[src/rtl/softdown_ctrl.sv]
module softdown_ctrl #(
  parameter int ADDR_W = 8,
  parameter logic [ADDR_W-1:0] PWR_ADDR = 8'h87,
  parameter logic [ADDR_W-1:0] IOC_ADDR = 8'hF8,
  parameter int NIRQ = 5,
  parameter int TW = 8,
  parameter int RESTART_CYC = 16
) (
  input  logic              clk,
  input  logic              rst_n,
  input  logic              wr_en,
  input  logic [ADDR_W-1:0] wr_addr,
  input  logic [7:0]        wr_data,
  input  logic [NIRQ-1:0]   irq_flag,
  input  logic [NIRQ-1:0]   irq_en,
  input  logic              ext0_pin,
  input  logic              ext1_pin,
  input  logic              tpin0,
  input  logic              tpin1,
  input  logic              t0_extclk,
  input  logic              t1_extclk,
  input  logic [TW-1:0]     t0_count,
  input  logic [TW-1:0]     t1_count,
  output logic              osc_run,
  output logic              cpu_clk_en,
  output logic              tmr_pin_clk,
  output logic              port_oe,
  output logic              resume,
  output logic [7:0]        pwr_q
);

  localparam int CW = $clog2(RESTART_CYC + 1);
  localparam logic [CW-1:0] LAST = CW'(RESTART_CYC - 1);

  typedef enum logic [1:0] {S_RUN, S_SLEEP, S_WARM} st_t;

  st_t           state;
  logic [CW-1:0] cnt;
  logic [7:0]    ioc_q;
  logic          float_hold;

  wire running = (state == S_RUN);
  wire pwr_wr  = wr_en && running && (wr_addr == PWR_ADDR);
  wire ioc_wr  = wr_en && running && (wr_addr == IOC_ADDR);

  wire [NIRQ-1:0] may_wake = irq_en | {NIRQ{wr_data[5]}};
  wire blk_e0 = may_wake[0] && !ext0_pin;
  wire blk_e1 = may_wake[2] && !ext1_pin;
  wire blk_t0 = may_wake[1] && t0_extclk && (t0_count == '1) && tpin0;
  wire blk_t1 = may_wake[3] && t1_extclk && (t1_count == '1) && tpin1;
  wire blocked  = blk_e0 | blk_e1 | blk_t0 | blk_t1;
  wire entry_ok = pwr_wr && wr_data[1] && !blocked;

  wire wake_hit = (state == S_SLEEP) &&
                  (|(irq_flag & (irq_en | {NIRQ{pwr_q[5]}})));
  wire warm_end = (state == S_WARM) && (cnt == LAST);

  always_ff @(posedge clk or negedge rst_n) begin
    if (!rst_n) begin
      state <= S_RUN;
      cnt <= '0;
      resume <= 1'b0;
    end else begin
      resume <= warm_end;
      case (state)
        S_RUN:   if (entry_ok) state <= S_SLEEP;
        S_SLEEP: if (wake_hit) begin
                   state <= S_WARM;
                   cnt <= '0;
                 end
        S_WARM:  if (warm_end) state <= S_RUN;
                 else cnt <= cnt + 1'b1;
        default: state <= S_RUN;
      endcase
    end
  end

  always_ff @(posedge clk or negedge rst_n) begin
    if (!rst_n) begin
      pwr_q <= '0;
      ioc_q <= '0;
      float_hold <= 1'b0;
    end else begin
      if (pwr_wr) pwr_q <= {wr_data[7:2], entry_ok, wr_data[0]};
      else if (wake_hit) pwr_q[1] <= 1'b0;
      if (ioc_wr) ioc_q <= wr_data;
      if (entry_ok) float_hold <= ioc_q[0];
    end
  end

  assign osc_run     = (state != S_SLEEP);
  assign cpu_clk_en  = running;
  assign tmr_pin_clk = (state == S_SLEEP);
  assign port_oe     = running || !float_hold;

  assert_refuse_int0_R6: assert property (@(posedge clk) disable iff (!rst_n)
    (pwr_wr && wr_data[1] && irq_en[0] && !ext0_pin) |=> (cpu_clk_en && !pwr_q[1]));

  assert_refuse_tmr0_R7: assert property (@(posedge clk) disable iff (!rst_n)
    (pwr_wr && wr_data[1] && irq_en[1] && t0_extclk && (t0_count == '1) && tpin0)
      |=> cpu_clk_en);

  assert_wake_osc_R4: assert property (@(posedge clk) disable iff (!rst_n)
    (!osc_run && |(irq_flag & irq_en)) |=> (osc_run && !cpu_clk_en && !pwr_q[1]));

  assert_resume_pulse_R5: assert property (@(posedge clk) disable iff (!rst_n)
    resume |=> !resume);

  assert_clk_resume_R5: assert property (@(posedge clk) disable iff (!rst_n)
    $rose(cpu_clk_en) |-> resume);

  assert_port_return_R9: assert property (@(posedge clk) disable iff (!rst_n)
    $rose(port_oe) |-> $rose(cpu_clk_en));

  assert_run_ignores_flags_R11: assert property (@(posedge clk) disable iff (!rst_n)
    (cpu_clk_en && !(wr_en && wr_addr == PWR_ADDR)) |=> cpu_clk_en);

endmodule

[config.mk]
export PLATFORM = sky130hd
export DESIGN_NAME = softdown_ctrl
export DESIGN_NICKNAME = d
export VERILOG_FILES = /design/src/rtl/softdown_ctrl.sv
export SDC_FILE = /design/constraint.sdc
export NUM_CORES = 1
export LEC_CHECK = 0
export BUFFER_PORTS_ARGS = -buffer_cell sky130_fd_sc_hd__buf_2
export CORE_MARGIN = 10
export CORE_UTILIZATION = 40
export CTS_BUF_LIST = sky130_fd_sc_hd__clkbuf_2 sky130_fd_sc_hd__clkbuf_4 sky130_fd_sc_hd__clkbuf_8
export CTS_CLUSTER_SIZE = 28
export DETAILED_ROUTE_END_ITERATION = 10
export GPL_TIMING_DRIVEN = 0
export HOLD_SLACK_MARGIN = 0.08
export PLACE_DENSITY_LB_ADDON = 0.3
export SETUP_SLACK_MARGIN = 0.15
export SLEW_MARGIN = 20
export SYNTH_ARGS = -nofsm -noshare
export SYNTH_HDL_FRONTEND = slang
export SYNTH_SLANG_ARGS = --single-unit
export TNS_END_PERCENT = 30
[constraint.sdc]
create_clock -name clk -period 2.44 [get_ports clk]
set_input_delay 0.122 -clock clk [delete_from_list [all_inputs] [get_ports clk]]
set_output_delay 0.122 -clock clk [all_outputs]
set_load 0.03 [all_outputs]
======== Yosys cells after proc, flatten, opt, wreduce, memory -nomap -nowiden ========
Cells that the tools add are included.
storage, ports and cells
  bits in registers ....................... 18
  input port bits ......................... 51
  word-level logic and storage cells ...... 61
operators by class
  add/sub/neg operators ................... 1
  equality and inequality tests ........... 12
  muxes and demuxes ....................... 9
  bitwise operators ....................... 6
  reduce and logical (&&, ||, !) cells .... 26
operators by type and width
  kind                                                              number
  8-bit == test (second input constant)                             4
  1-bit logical AND                                                 15
  5-bit 2-to-1 mux                                                  2
  5-bit case mux with 2 select lines                                1
  2-bit 2-to-1 mux                                                  3
  2-bit by 1-bit != test with 1-bit output (second input constant)  3
  2-bit case mux with 3 select lines                                1
  3-bit AND reduction                                               2
  5-bit by 1-bit adder with 5-bit output (second input constant)    1
  5-bit AND                                                         1
  5-bit by 4-bit == test with 1-bit output (second input constant)  1
  5-bit OR                                                          1
  5-bit OR reduction                                                1
  1-bit zero test                                                   4
  2-bit != test (second input constant)                             2
  4-bit OR                                                          1
  2-bit nonzero test                                                2
  1-bit OR                                                          3
  2-bit by 1-bit == test with 1-bit output (second input constant)  1
  2-bit == test (second input constant)                             1
  2-bit zero test                                                   1
  1-bit 2-to-1 mux                                                  2
  1-bit logical OR                                                  1

======== Logic depth before layout (Yosys ltp) ========
Gate-level depths: netlist of the first run.
  depth after elaboration ................. 10
  mapped depth ............................ 7
  depth with buffers taken out ............ 7

======== Least setup slack after synthesis of the first run ========
Ideal clock, no wire load.
  path kind ............................... reg-to-reg
  start point ............................. reg cnt[0]
  end point ............................... reg cnt[1]
  arrival time ............................ 1,747 ps
  setup slack ............................. 572 ps
  cell stages (with the launch flop) ...... 7
  path buffers ............................ 0
  period minus slack after synthesis ...... 1,868 ps
  path through ............................ dfrtp_1 ha_1 and3_1 ha_1 nor2_1 mux2_2 a22o_1
between the ends
  word-level cells in the longest chain between the ends .. 4
ends and longest elaborated chain
  element                                                                         line  text
  start: declaration                                                              38    logic [CW-1:0] cnt;
  start signal: assignment                                                        72    else cnt <= cnt + 1'b1;
  branches (longest 4 deep; another with 5-bit by 1-bit adder with 5-bit output)  -
Parallel ways; which one is timed is not known. The select of a mux whose other input is x is not followed.
A chain may end at the register's enable or synchronous reset.

======== Final worst setup path of the first run ========
Same ends and word-level chain as after synthesis.

==> run metrics, run 1 <==
status=completed; slowest CP cell=dfrtp_1; Critical path origin=cnt[0]; layout cells sized above 1=0.503; Rows=18; vias in the first global route=1109; Worst-Margin Slew=576 ps; Fin. Hold Viols=0; Net Count, Synth=140; post-route minimum period=2030 ps; DR WL/cell=16.2 um; # fillers=209; gr ovfl total=0; Via density=5.43; sequential share of power=0.487; H-tree depth=1; Internal Power=559 uW; Worst-path clk slew=100 ps; Starting Density=0.409; max_cap viols=0; top_reg_cell synth=dfrtp_1; Final nets=215; RSZ-0062 raised after global routing=no; Clk network pwr share=0.231; reg2reg setup slack=410 ps; Max clock buf depth=2; die area=4880 um^2; Yosys cell types=36; Root Buffer=clkbuf_4; initial antenna violation count=0; # Post-CTS Setup Buffers=0; max frequency=493 MHz; DRT Pass-1 Iters=4; fraction of registers with async set or reset after synthesis=1.00; Power Dens Cells=553 nW/um^2; CP max FO=7; CP endpoint=cnt[1]; switching share of power=0.305; Cell Area, Synth=995 um^2; area of the multi-input gates=529 um^2; arrival time worst endpoint=2220 ps; YS warnings=0; Hold Path Class=input pin to flip-flop; synthesized area per cell=11.4 um^2; most frequent CP cell=ha_1; cts bufs inserted=3; FF+latch count, synth=18; Die Ht=69.9 um; Max Transition Viols Final=0; Area growth syn-to-layout=46.2%; Final Worst Setup Slack=411 ps; NetSw=245 uW; GPL Wtd Cong=0.936; fin crit share=0.831; post-synthesis sequential area ratio=0.453; worst slack, placed=426 ps; Crit Path Class=flip-flop to flip-flop; drc violations=0; R2R depth=6; worst-skew pair later-pin latency=300 ps; DRT iter0 DRCs=21; first-pass GRT wire length=5170 um; Die W=69.9 um; CP Data Required Time=2640 ps; Hold Buf Count CTS=7; hpwl dp=2620 um; final wirelength=3100 um; Cells after Synth=87; leak pwr=0.000760 uW; buffers added on ports=63; pin count of the biggest net entering global routing=19; cells along the critical path=ha_1 > and3_1 > ha_1 > nor2_1 > mux2_2 > a22o_1; clock sink count=18; Setup Viol. Count Final=0; Antenna Cells=0; register area=450 um^2; Slew headroom=0.616; I/O pin total=64; CTS tree=built; overall routing resource usage=0.125; setup TNS=0 ps; CP peak stage delay=430 ps; Worst VDD drop=0.340 mV; R2R Path End=cnt[1]; Critical Path Source Type=flip-flop; Gate power share=0.283; core area=2430 um^2; clock skew=3.84 ps; number of routed nets with antenna violations=0; Post-synth EDFFs=0; Vias=1037; worst r2r src=cnt[0]; Crit. End Element=flip-flop; Post-CTS Resized=0
-- cells in the mapped netlist (2+ instances only) --
library cell,count,area [um^2]
o21ai_1,2,10.0
mux2_2,9,101
nand2_1,5,18.8
a21oi_1,2,10.0
o21ai_0,2,10.0
nand3_1,2,10.0
ha_1,2,25.0
nand4_1,5,31.3
a22o_1,2,17.5
o211ai_1,3,22.5
and3_1,2,12.5
a31oi_1,4,25.0
nor2_1,4,15.0
inv_1,3,11.3
nor3_1,2,10.0
dfrtp_1,18,450
-- metal layers --
metal	share of wire	GRT usage	vias to the layer above
li1	-	-	491
met4	0.031	0.0614	0
met2	0.45	0.205	65
met3	0.12	0.0466	10
met5	0	0	-
met1	0.40	0.137	471
-- worst min path at each step --
| stage | slack, ps | to | depth (start not counted) | start |
|---|---|---|---|---|
| after floorplan | -170 | cnt[0] | 0 | rst_n |
| after global placement | 70 | resume | 1 | rst_n |
| after detailed placement | 70 | cnt[2] | 1 | rst_n |
| after CTS | 120 | pwr_q[5] | 2 | wr_data[5] |
| after global routing | 110 | pwr_q[5] | 2 | wr_data[5] |
| final | 120 | pwr_q[5] | 2 | wr_data[5] |
-- per-stage QoR --
| step | cell area (um^2) | utilization | instances | total power (uW) | hold slack, ps |
|---|---|---|---|---|---|
| floorplan | 995 | - | 87 | 526 | -174 |
| global placement | 1350 | 0.554 | 180 | 602 | 65.2 |
| detailed placement | 1350 | 0.554 | 180 | 618 | 71.1 |
| CTS | 1450 | 0.598 | 191 | 810 | 116 |
| global route | 1450 | 0.598 | 191 | 866 | 115 |
| finish | 1450 | 0.598 | 191 | 804 | 121 |
-- power by group through the flow --
stage / Sequential, uW / Clock, uW / Combinational (uW)
2_1_floorplan: 397 / 0 / 129
3_3_place_gp: 391 / 0 / 211
3_5_place_dp: 397 / 0 / 220
4_1_cts: 391 / 189 / 230
5_1_grt: 400 / 204 / 263
6_report: 391 / 185 / 227
-- flip-flops by register name, summed over array words and instances (netlist names) --
name / cells
ioc_q: 1
cnt: 5
resume: 1
float_hold: 1
state: 2
pwr_q: 8
-- cell type report --
type,instances,share of cell area
Multi-Input combinational cell,65,0.364
Sequential cell,18,0.310
Timing Repair Buffer,70,0.265
Tap cell,30,0.0258
Clock buffer,4,0.0250
Inverter,3,0.00775
Buffer,1,0.00258
-- cells in the final DEF (no fill, tap or decap), drive strengths merged --
cell type,n
nand4,6
a41o,1
ha,2
and2b,1
buf,63
nor3b,1
o221ai,1
or4,1
or2b,1
nand2,5
mux2,10
dfrtp,18
a31o,2
a31oi,4
inv,3
a21oi,2
a221oi,1
and3b,1
a222oi,1
and4b,1
o21bai,1
nor3,2
dlygate4sd3,7
o21ai,4
o211ai,3
nor2,4
a22o,2
and4bb,1
nand3,2
nor4,1
and3,2
nor4b,1
xnor2,1
clkbuf,5
-- worst max-delay path: cells and delay by family, from the launching register on --
kind            cells  cell delay, ps
fa+ha+maj           2             400
mux                 1             380
flops               1             430
compound gates      1             180
simple gates        2             520
-- cells by family after synthesis --
logic type / share of synthesized area
AND/OR/NAND/NOR: 0.226
AO/OA/AOI/OAI: 0.158
flip-flops: 0.453
multiplexers: 0.113
buffers and inverters: 0.0151
adder cells (fa/ha/maj): 0.0252
XOR/XNOR: 0.00881
No activity file was read; power rests on OpenSTA's default activity.
==> run 2, diff against run 1 <==
==> constraint.sdc (replaced) <==
create_clock -name clk -period 1.9 [get_ports clk]
set_input_delay 0.095 -clock clk [delete_from_list [all_inputs] [get_ports clk]]
set_output_delay 0.095 -clock clk [all_outputs]
set_load 0.03 [all_outputs]
==> run metrics, run 2 (synthesis results as in run 1) <==
status=completed (unchanged); number of flip-flops in the largest register=8 (unchanged); R2R depth=6 (unchanged); Max Transition Viols Final=0 (unchanged); max frequency=581 MHz (was 493 MHz); I/O pin total=64 (unchanged); Power Dens Cells=706 nW/um^2 (was 553 nW/um^2); Final Worst Setup Slack=180 ps (was 411 ps); cells along the critical path=ha_2 > and3_1 > ha_2 > nor2_4 > mux2_2 > a22o_1 (was ha_1 > and3_1 > ha_1 > nor2_1 > mux2_2 > a22o_1); Via density=5.30 (was 5.43); Fin. Hold Viols=0 (unchanged); Hold EP=pwr_q[5] (unchanged); Finished Layout Cells=199 (was 191); slowest CP cell=dfrtp_1 (unchanged); buffers added on ports=63 (unchanged); Worst-path clk slew=100 ps (about the same); GPL Wtd Cong=0.982 (was 0.936); number of routed nets with antenna violations=0 (unchanged); initial antenna violation count=0 (unchanged); Setup Viol. Count Final=0 (unchanged); fin crit share=0.905 (was 0.831); most frequent CP cell=ha_2 (was ha_1); clock sink count=18 (unchanged); CP peak stage delay=410 ps (was 430 ps); hpwl dp=2470 um (was 2620 um); Largest regs=pwr_q (8), cnt (5), state (2) (unchanged); Final nets=223 (was 215); CP Data Required Time=2090 ps (was 2640 ps); Starting Density=0.409 (unchanged); arrival time worst endpoint=1910 ps (was 2220 ps); Die W=69.9 um (unchanged); Top reg by flops=pwr_q (unchanged); commonest cells after routing, fill and taps aside=buf_2 (63), dfrtp_1 (18), mux2_2 (9), buf_4 (8), dlygate4sd3_1 (7) (was buf_2 (63), dfrtp_1 (18), mux2_2 (9), dlygate4sd3_1 (7)); final hold slack=103 ps (was 121 ps); H-tree depth=1 (unchanged); RSZ-0062 raised after global routing=yes (was no); Crit. End Element=flip-flop (unchanged); Crit Path Class=flip-flop to flip-flop (unchanged); reg2reg setup slack=180 ps (was 410 ps); drc violations=0 (unchanged); final wirelength=3110 um (was 3100 um); Area growth syn-to-layout=53.5% (was 46.2%); DRT Pass-1 Iters=4 (unchanged); max_cap viols=0 (unchanged); clock skew=7.79 ps (was 3.84 ps); DRT iter0 DRCs=45 (was 21); Root Buffer=clkbuf_4 (unchanged); Slew headroom=0.654 (was 0.616); Hold Path Class=input pin to flip-flop (unchanged); vias in the first global route=1073 (was 1109); DR WL/cell=15.6 um (was 16.2 um); Worst-Margin Slew=520 ps (was 576 ps); Placed Cells=180 (unchanged); Worst VDD drop=0.444 mV (was 0.340 mV); CTS tree=built (unchanged); die area=4880 um^2 (unchanged); Rows=18 (unchanged); WHS Path Cells=2 (unchanged); core area=2430 um^2 (unchanged); commonest non-fill, non-tap cell in the layout=buf_2 (unchanged); worst r2r src=cnt[0] (unchanged); worst-skew pair later-pin latency=290 ps (was 300 ps); cts bufs inserted=3 (unchanged); first-pass GRT wire length=5000 um (was 5170 um); Worst Hold Launch=wr_data[5] (unchanged); leak pwr=0.000796 uW (was 0.000760 uW); gr ovfl total=0 (unchanged); layout cells sized above 1=0.544 (was 0.503); Pwr Total=1080 uW (was 804 uW); pin count of the biggest net entering global routing=19 (unchanged); CP max FO=4 (was 7); Vias=1055 (was 1037); Critical Path Source Type=flip-flop (unchanged); worst slack, placed=-19.6 ps (was 426 ps); overall routing resource usage=0.122 (was 0.125); Max clock buf depth=2 (unchanged); post-route minimum period=1720 ps (was 2030 ps); R2R Path End=cnt[1] (unchanged); # fillers=199 (was 209); setup TNS=0 ps (unchanged); Die Ht=69.9 um (unchanged); Antenna Cells=0 (unchanged)
-- run 2: cell count changes in the layout (fill, tap and decap cells not counted), sizes merged --
cell | previous run | this run
buf | 63 | 71
-- run 2: power breakdown --
group          switching [uW]  total, uW  internal, uW
registers                46.8        490           444
clock network             115        232           117
logic                     162        356           194
-- run 2: worst max-delay path by stage --
stage,cells past startpoint,to,start
2_1_floorplan,6,cnt[1],cnt[0]
5_1_grt,6,cnt[1],cnt[1]
4_1_cts,4,float_hold,state[0]
3_5_place_dp,4,float_hold,state[0]
6_report,6,cnt[1],cnt[0]
3_3_place_gp,4,float_hold,state[0]
-- run 2: final cells by class --
type / count / area (um^2) / share of cell area
buffer: 1 / 3.75 / 0.00246
clock buffer: 4 / 36.3 / 0.0238
inverter: 3 / 11.3 / 0.00738
multi-input combinational: 65 / 542 / 0.355
sequential: 18 / 450 / 0.295
tap: 30 / 37.5 / 0.0246
timing repair buffer: 78 / 445 / 0.292
-- run 2: layer usage --
layer | global-route usage | part of all wire | up-vias
met5 | 0 | 0 | -
met4 | 0.0439 | 0.017 | 0
met3 | 0.0565 | 0.12 | 6
met2 | 0.189 | 0.44 | 61
met1 | 0.143 | 0.42 | 482
li1 | - | - | 506
-- run 2: worst max-delay path, delay by kind of cell, from the launching register on --
family,cells,cell delay (ps)
compound gates,1,180
mux,1,350
fa+ha+maj,2,380
simple gates,2,310
flops,1,410
-- run 2: metrics by stage --
stage          instance area, um^2  utilization
5_1_grt                       1530        0.628
4_1_cts                       1500        0.618
3_5_place_dp                  1360        0.557
6_report                      1530        0.628
2_1_floorplan                 1000            -
3_3_place_gp                  1360        0.557
-- run 2: what timing repair did --
| item | 4_1_cts | 5_1_grt |
|---|---|---|
| hold buffers | 7 | 0 |
| pin swaps | 3 | 2 |
| resized for setup | 2 | 1 |
| setup endpoints to repair | 2 | 3 |
| hold endpoints to repair | 25 | 0 |
| setup buffers | 5 | 3 |
==> run 3, diff against run 2 <==
--- a/config.mk
+++ b/config.mk
@@ -5,15 +5,15 @@
 export SDC_FILE = /design/constraint.sdc
 export NUM_CORES = 1
 export LEC_CHECK = 0
-export BUFFER_PORTS_ARGS = -buffer_cell sky130_fd_sc_hd__buf_2
 export CORE_MARGIN = 10
 export CORE_UTILIZATION = 40
 export CTS_BUF_LIST = sky130_fd_sc_hd__clkbuf_2 sky130_fd_sc_hd__clkbuf_4 sky130_fd_sc_hd__clkbuf_8
 export CTS_CLUSTER_SIZE = 28
 export DETAILED_ROUTE_END_ITERATION = 10
+export DONT_BUFFER_PORTS = 1
 export GPL_TIMING_DRIVEN = 0
 export HOLD_SLACK_MARGIN = 0.08
-export PLACE_DENSITY_LB_ADDON = 0.3
+export PLACE_DENSITY = 0.54
 export SETUP_SLACK_MARGIN = 0.15
 export SLEW_MARGIN = 20
 export SYNTH_ARGS = -nofsm -noshare
==> run metrics, run 3 (synthesis results as in run 1) <==
Area growth syn-to-layout=29.6% (was 53.5%); die area=4880 um^2 (unchanged); clock skew=3.83 ps (was 7.79 ps); Worst VDD drop=0.722 mV (was 0.444 mV); clock sink count=18 (unchanged); arrival time worst endpoint=1960 ps (was 1910 ps); drc violations=0 (unchanged); CP Data Required Time=2090 ps (about the same); DRT Pass-1 Iters=4 (unchanged); commonest cells after routing, fill and taps aside=dfrtp_1 (18), dlygate4sd3_1 (14), mux2_2 (9), buf_4 (9) (was buf_2 (63), dfrtp_1 (18), mux2_2 (9), buf_4 (8), dlygate4sd3_1 (7)); buffers added on ports=0 (was 63); Worst Hold Launch=irq_flag[4] (was wr_data[5]); fin crit share=0.934 (was 0.905); CP peak stage delay=430 ps (was 410 ps); slowest CP cell=dfrtp_1 (unchanged); overall routing resource usage=0.112 (was 0.122); Via density=5.92 (was 5.30); Power Dens Cells=794 nW/um^2 (was 706 nW/um^2); Fin. Hold Viols=0 (unchanged); Crit. End Element=flip-flop (unchanged); DRT iter0 DRCs=15 (was 45); Worst-Margin Slew=808 ps (was 520 ps); Root Buffer=clkbuf_4 (unchanged); # fillers=224 (was 199); Critical path origin=cnt[1] (was cnt[0]); GPL Wtd Cong=0.829 (was 0.982); vias in the first global route=925 (was 1073); RSZ-0062 raised after global routing=yes (unchanged); core area=2430 um^2 (unchanged); max frequency=563 MHz (was 581 MHz); hpwl dp=2100 um (was 2470 um); initial antenna violation count=0 (unchanged); worst-skew pair later-pin latency=290 ps (about the same); DR WL/cell=19.3 um (was 15.6 um); Vias=853 (was 1055); first-pass GRT wire length=4600 um (was 5000 um); cells along the critical path=ha_2 > and3_1 > ha_2 > nor2_4 > mux2_2 > a22o_1 (unchanged); Setup Viol. Count Final=0 (unchanged); Hold Path Class=input pin to flip-flop (unchanged); Worst-path clk slew=90 ps (was 100 ps); Final Worst Setup Slack=125 ps (was 180 ps); commonest non-fill, non-tap cell in the layout=dfrtp_1 (was buf_2); number of routed nets with antenna violations=0 (unchanged); H-tree depth=1 (unchanged); Die Ht=69.9 um (unchanged); pin count of the biggest net entering global routing=19 (unchanged); layout cells sized above 1=0.263 (was 0.544); Antenna Cells=0 (unchanged); leak pwr=0.000568 uW (was 0.000796 uW); Die W=69.9 um (unchanged); setup TNS=0 ps (unchanged); Top reg by flops=pwr_q (unchanged); gr ovfl total=0 (unchanged); I/O pin total=64 (unchanged); CTS tree=built (unchanged); CP max FO=6 (was 4); Final nets=168 (was 223); Rows=18 (unchanged); worst slack, placed=-14.2 ps (was -19.6 ps); most frequent CP cell=ha_2 (unchanged); Max Transition Viols Final=0 (unchanged); post-route minimum period=1770 ps (was 1720 ps); final wirelength=2770 um (was 3110 um); status=completed (unchanged); number of flip-flops in the largest register=8 (unchanged); worst r2r src=cnt[1] (was cnt[0]); max_cap viols=0 (unchanged); Crit Path Class=flip-flop to flip-flop (unchanged); Starting Density=0.409 (unchanged); Slew headroom=0.459 (was 0.654); cts bufs inserted=3 (unchanged); Largest regs=pwr_q (8), cnt (5), state (2) (unchanged); Max clock buf depth=2 (unchanged); Critical Path Source Type=flip-flop (unchanged)
run 3: changes by cell type in the layout (fill, tap and decap cells not counted):
| cell | previous run | this run |
|---|---|---|
| dlygate4sd3_1 | 7 | 14 |
| buf_2 | 63 | 0 |
| buf_4 | 8 | 9 |
run 3: layer usage:
metal / vias up / part of all wire / GRT usage
met5: - / 0 / 0
met4: 0 / 0.0043 / 0.0263
met3: 2 / 0.15 / 0.0833
met2: 48 / 0.48 / 0.183
met1: 401 / 0.36 / 0.111
li1: 402 / - / -
run 3: final cells by class:
| cell class | count | area [um^2] | share of cell area |
|---|---|---|---|
| clock buffers | 4 | 36.3 | 0.0282 |
| plain buffers | 1 | 3.75 | 0.00291 |
| flip-flops and latches | 18 | 450 | 0.350 |
| multi-input cells | 65 | 542 | 0.420 |
| repair buffers | 23 | 208 | 0.161 |
| inverters | 3 | 11.3 | 0.00874 |
| well taps | 30 | 37.5 | 0.0291 |
run 3: worst paths after layout:
| check | cells after the start | endpoint | slack, ps |
|---|---|---|---|
| setup / recovery | 6 | cnt[1] | 130 |
| hold / removal | 3 | state[0] | 110 |
| setup reg to reg | 6 | cnt[1] | 130 |
| hold reg to reg | 1 | cnt[3] | 490 |
| max in group asynchronous | 1 | float_hold | 1070 |
| min in group asynchronous | 1 | cnt[0] | 330 |
run 3: per-stage QoR:
step	total power (uW)	cell area (um^2)	hold slack [ps]	std cells	utilization
final	1020	1290	106	144	0.530
after global routing	1110	1290	112	144	0.530
after CTS	984	1220	96.5	135	0.500
after detailed placement	719	1040	-200	117	0.427
after global placement	709	1040	-200	117	0.427
after floorplan	678	1000	-201	87	-
run 3: worst max-delay path: cells and delay by family (launching register included):
| kind | cells | cell delay (ps) |
|---|---|---|
| flip-flops | 1 | 430 |
| multiplexers | 1 | 350 |
| adder cells (fa/ha/maj) | 2 | 380 |
| AO/OA/AOI/OAI | 1 | 170 |
| AND/OR/NAND/NOR | 2 | 340 |
run 3: where the power goes:
| group | total [uW] | internal (uW) | switching (uW) |
|---|---|---|---|
| clock | 230 | 117 | 113 |
| sequential | 516 | 444 | 72.8 |
| combinational | 277 | 166 | 112 |
| total | 1020 | 726 | 297 |
run 3: what timing repair did:
item,CTS,global route
pin swaps,1,3
resized for setup,1,2
setup endpoints to repair,3,5
buffers inserted,0,9
endpoints found under the hold margin,27,0
hold buffers,14,0
